<file path="src/rtl/shrx_pkg.sv">
package shrx_pkg;
  typedef struct packed {
    logic bclk;
    logic bdat;
  } line_pair_t;
endpackage

</file>
<file path="src/rtl/edge_retime.sv">
module edge_retime
  import shrx_pkg::*;
#(
  parameter int unsigned STAGES = 2
) (
  input  logic clk,
  input  logic rst_n,
  input  logic ext_bclk,
  input  logic ext_bdat,
  output logic rise,
  output logic dat_s
);
  localparam int unsigned LAST = STAGES - 1;

  line_pair_t pipe [STAGES];
  logic       prev_lvl;

  // stage 0 captures the raw lines on the rising edge
  always_ff @(posedge clk or negedge rst_n) begin
    if (!rst_n) pipe[0] <= '0;
    else        pipe[0] <= '{bclk: ext_bclk, bdat: ext_bdat};
  end

  for (genvar g = 1; g < STAGES; g++) begin : g_stage
    always_ff @(posedge clk or negedge rst_n) begin
      if (!rst_n) pipe[g] <= '0;
      else        pipe[g] <= pipe[g-1];
    end
  end

  // level seen at the previous falling edge
  always_ff @(negedge clk or negedge rst_n) begin
    if (!rst_n) prev_lvl <= 1'b0;
    else        prev_lvl <= pipe[LAST].bclk;
  end

  assign rise  = pipe[LAST].bclk & ~prev_lvl;
  assign dat_s = pipe[LAST].bdat;
endmodule

</file>
<file path="src/rtl/shift_core.sv">
module shift_core #(
  parameter int unsigned DATA_W = 8
) (
  input  logic              clk,
  input  logic              rst_n,
  input  logic              step,
  input  logic              din,
  output logic [DATA_W-1:0] q
);
  always_ff @(negedge clk or negedge rst_n) begin
    if (!rst_n)    q <= '0;
    else if (step) q <= {q[DATA_W-2:0], din};
  end

  AST_HOLD_IDLE: assert property (@(negedge clk) disable iff (!rst_n)
    !step |=> $stable(q));
  AST_LSB_ENTRY: assert property (@(negedge clk) disable iff (!rst_n)
    step |=> q[0] == $past(din));
  AST_MOVE_UP: assert property (@(negedge clk) disable iff (!rst_n)
    step |=> q[DATA_W-1:1] == $past(q[DATA_W-2:0]));
endmodule

</file>
<file path="src/rtl/byte_counter.sv">
module byte_counter #(
  parameter int unsigned DATA_W = 8
) (
  input  logic clk,
  input  logic rst_n,
  input  logic step,
  input  logic clr,
  output logic flag
);
  localparam int unsigned CW = (DATA_W > 2) ? $clog2(DATA_W) : 1;
  localparam logic [CW-1:0] LAST_BIT = CW'(DATA_W - 1);

  logic [CW-1:0] cnt;
  logic [CW-1:0] base;
  logic          wrap;

  // a read restarts the count before the same-edge shift is counted
  assign base = clr ? '0 : cnt;
  assign wrap = step && (base == LAST_BIT);

  always_ff @(negedge clk or negedge rst_n) begin
    if (!rst_n) begin
      cnt  <= '0;
      flag <= 1'b0;
    end else begin
      cnt  <= wrap ? '0 : base + CW'(step);
      flag <= wrap ? 1'b1 : (clr ? 1'b0 : flag);
    end
  end

  AST_FLAG_NEEDS_SHIFT: assert property (@(negedge clk) disable iff (!rst_n)
    $rose(flag) |-> $past(step));
  AST_READ_CLEARS: assert property (@(negedge clk) disable iff (!rst_n)
    clr && !step |=> !flag);
endmodule

</file>
<file path="src/rtl/ext_shift_rx.sv">
module ext_shift_rx #(
  parameter int unsigned DATA_W      = 8,
  parameter int unsigned SYNC_STAGES = 2
) (
  input  logic              clk,
  input  logic              rst_n,
  input  logic              ext_bclk,
  input  logic              ext_bdat,
  input  logic              irq_en,
  input  logic              rd_strobe,
  output logic [DATA_W-1:0] rx_byte,
  output logic              irq_n
);
  logic rise;
  logic dat_s;
  logic flag;

  edge_retime #(.STAGES(SYNC_STAGES)) u_retime (
    .clk(clk), .rst_n(rst_n), .ext_bclk(ext_bclk), .ext_bdat(ext_bdat),
    .rise(rise), .dat_s(dat_s)
  );

  shift_core #(.DATA_W(DATA_W)) u_core (
    .clk(clk), .rst_n(rst_n), .step(rise), .din(dat_s), .q(rx_byte)
  );

  byte_counter #(.DATA_W(DATA_W)) u_cnt (
    .clk(clk), .rst_n(rst_n), .step(rise), .clr(rd_strobe), .flag(flag)
  );

  assign irq_n = ~(flag & irq_en);

  AST_MASK_HOLDS_FLAG: assert property (@(negedge clk) disable iff (!rst_n)
    !irq_en && !rd_strobe && flag |=> flag);
endmodule

</file>
<file path="config.mk">
export PLATFORM = sky130hd
export DESIGN_NAME = ext_shift_rx
export DESIGN_NICKNAME = d
export VERILOG_FILES = /design/src/rtl/shrx_pkg.sv /design/src/rtl/edge_retime.sv /design/src/rtl/shift_core.sv /design/src/rtl/byte_counter.sv /design/src/rtl/ext_shift_rx.sv
export SDC_FILE = /design/constraint.sdc
export NUM_CORES = 1
export LEC_CHECK = 0
export ABC_AREA = 1
export BUFFER_PORTS_ARGS = -buffer_cell sky130_fd_sc_hd__buf_2
export CAP_MARGIN = 20
export CORE_ASPECT_RATIO = 0.75
export CORE_UTILIZATION = 35
export DETAILED_ROUTE_END_ITERATION = 7
export HOLD_SLACK_MARGIN = 0.06
export SETUP_SLACK_MARGIN = 0.4
export SYNTH_ARGS = -nofsm -noshare
export SYNTH_HDL_FRONTEND = slang
export SYNTH_HIERARCHICAL = 1
export SYNTH_SLANG_ARGS = --single-unit
</file>
<file path="constraint.sdc">
create_clock -name clk -period 2.5 [get_ports clk]
set_clock_uncertainty 0.05 [all_clocks]
set_input_delay 0.5 -clock clk [delete_from_list [all_inputs] [get_ports clk]]
set_output_delay 0.5 -clock clk [all_outputs]
set_load 0.005 [all_outputs]
</file>
==> results.toml <==
[synthesis]
synth_enable_flop_cells = 0
synth_fa_ha_area_share_pct = 3.90
synth_compound_area_share_pct = 0.780
synth_warnings = 6
ys.flop_type = "dfrtn_1"
syn_avg_cell_area_um2 = 9.87
ys_top_cells_by_area = "dfrtn_1 (51%), nand2_1 (17%), dfrtp_1 (16%)"
ys_seq_area_share_pct = 66.3
synth_top_area_share_pct = 50.7
ys_types = 12
yosysMostFrequentCell = "nand2_1"
synth_largest_area_cell = "dfrtn_1"
netlist_top_cells_count = "nand2_1 (29), dfrtn_1 (13), inv_1 (5), dfrtp_1 (4), nor2_1 (3)"
muxShareOfSynthArea_pct = 0
synth_top_family_by_area = "simple AND/OR/NAND/NOR gates"
ys_ff_latch = 17
synth_xor_area_share_pct = 0
syn_nets = 73
netlist_area_um2 = 642
synth-simple-area-share_pct = 23.2
async_flop_share_pct = 100
syn_inst = 65

[flow_run]
maxCapViolCount = 0

[die]
initial_utilization_pct = 37.2
core.rowCount = 13
die_h_um = 39.1
ios = 15
die_w_um = 51.5
coreArea_mm2 = 0.00172
fp.dieArea_mm2 = 0.00201

[timing]
worst_slack_ps = -160
hold_viol = 0
maxSlewViolCount = 0
worst_pin_slew_ps = 368
slew_headroom_pct = 75.4
fin_tns_setup_ps = -1070
rsz0062_at_grt = "true"
setup_viol = 9

[route]
ant_nets = 0
wl_per_cell_um = 9.51
post-route-drc-count = 2
vias_per_cell = 4.31
vias = 517
wl_um = 1140
dr.first_iter.drc_count = 2
dr.pass1.iters = 5

[clock_tree]
h-tree-depth = 1
clk_pin_slew_ps = 100
cts_tree = "done"
cts.sink_count = 17
cts_root_buffer = "clkbuf_4"
clock_latency_ps = 290
numCtsBuffers = 3
clockBufferDepth = 2

[cells_and_area]
num_antenna_cells = 0
final_util_pct = 57.1
area_delta_synth_final_pct = 53.4
nets = 107
drive_gt1_share_pct = 57.1

[place]
gp_congestion = 0.739
hpwlAfterDp_um = 757
io_buffers = 14

[grt]
grt_pass1_wl_um = 1850
grt_usage_pct = 14.0
antenna_found_initial = 0
grt-ovfl-total = 0
grt_start_max_net_pins = 18
grt_pass1_vias = 454

[setup_path]
critical_path_required_ps = 1950
crit_fanout = 2
critical_path_arrival_ps = 2110
worstSetupPathType = "reg -> out"
cp-start-kind = "flop"
crit_path_end_kind = "primary output"

[run_status]
violations = "DRC, setup timing"
status = "finished with violations"

[power]
p_per_area_mw_per_mm2 = 616
vdd_drop_max_mv = 0.573
leakagePower_nw = 0.525

[hold_path]
hold_path.class = "in -> async"
## stage by stage
stage | worst slack, ps | power (mW) | hold slack, ps | cell area [µm²] | std cells
after detailed placement | -221 | 0.418 | 286 | 808 | 104
after CTS | -180 | 0.607 | 66.8 | 961 | 118
after global placement | -207 | 0.416 | 284 | 808 | 104
after global routing | -224 | 0.645 | 72.7 | 985 | 120
after floorplan | -1.95 | 0.373 | 154 | 692 | 65
final | -160 | 0.607 | 57.6 | 985 | 120
## timing repair
action,4_1_cts,5_1_grt
setup buffers,10,2
hold endpoints to repair,0,0
endpoints found under the setup margin,21,21
pin swaps,9,1
hold buffers,0,0
resized for setup,15,2
## worst paths after layout
check                                       from                to  slack [ps]  cells after the start
worst max register to register  u_retime/pipe[1]      u_cnt/cnt[2]          80                      7
worst min register to register  u_retime/pipe[3]  u_retime/pipe[1]         310                      0
min in group clk                        ext_bdat  u_retime/pipe[2]         260                      1
worst max-delay path                  u_cnt/flag             irq_n        -160                      2
max in group asynchronous                  rst_n       u_core/q[5]         900                      1
worst min-delay path                       rst_n    u_retime/dat_s          60                      1
## state kept, by name (all words and copies together), names as in the netlist
| name | count |
|---|---|
| u_core/q | 8 |
| u_retime/prev_lvl | 1 |
| u_retime/dat_s | 1 |
| u_cnt/cnt | 3 |
| u_retime/pipe | 3 |
| u_cnt/flag | 1 |
## area by class of cell
class                   instances  area (µm²)
well taps                      22        27.5
clock inverters                 1        5.00
clock buffers                   3        22.5
fillers                       163         739
repair buffers                 30         198
multi-input cells              40         260
inverters                       7        46.3
flip-flops and latches         17         425
## layout by cell type, fill, tap and decap left out, types with 2 or more instances in the layout
master    synthesis  layout
buf_6             1       2
inv_2             2       4
ha_4              0       2
nor2_4            0       2
buf_4             0      14
dfrtp_1           4       4
dfrtn_1          13      13
nand2_1          29      21
nand2_2           1       8
clkbuf_4          0       3
nor2_1            3       3
buf_2             0      14
## cells by family (layout without fill, tap and decap cells)
group                      count (synthesis)  after routing
adders and majority gates                  2              2
DFF                                       17             17
and+or+nand+nor                           37             37
AOI/OAI and AO/OA                          1              1
buffers and inverters                      8             41
## layer usage
metal | vias up | wire (µm) | GRT usage (%)
li1 | 262 | - | -
met1 | 242 | 485 | 14.8
met2 | 11 | 577 | 22.7
met3 | 2 | 70 | 8.24
met4 | 0 | 8 | 6.08
met5 | - | 0 | 0
## power breakdown
group	switching, mW	internal, mW	leakage (nW)
Sequential	0.0163	0.309	0.217
Clock	0.0847	0.0595	0.0177
Combinational	0.0615	0.0760	0.290
Total	0.162	0.445	0.525
## critical path: stages, from the launching register on
cell	delay, ps
dfrtn_1	410
nand2_1	50
buf_2	120
Power figures use the tool's default switching activity.
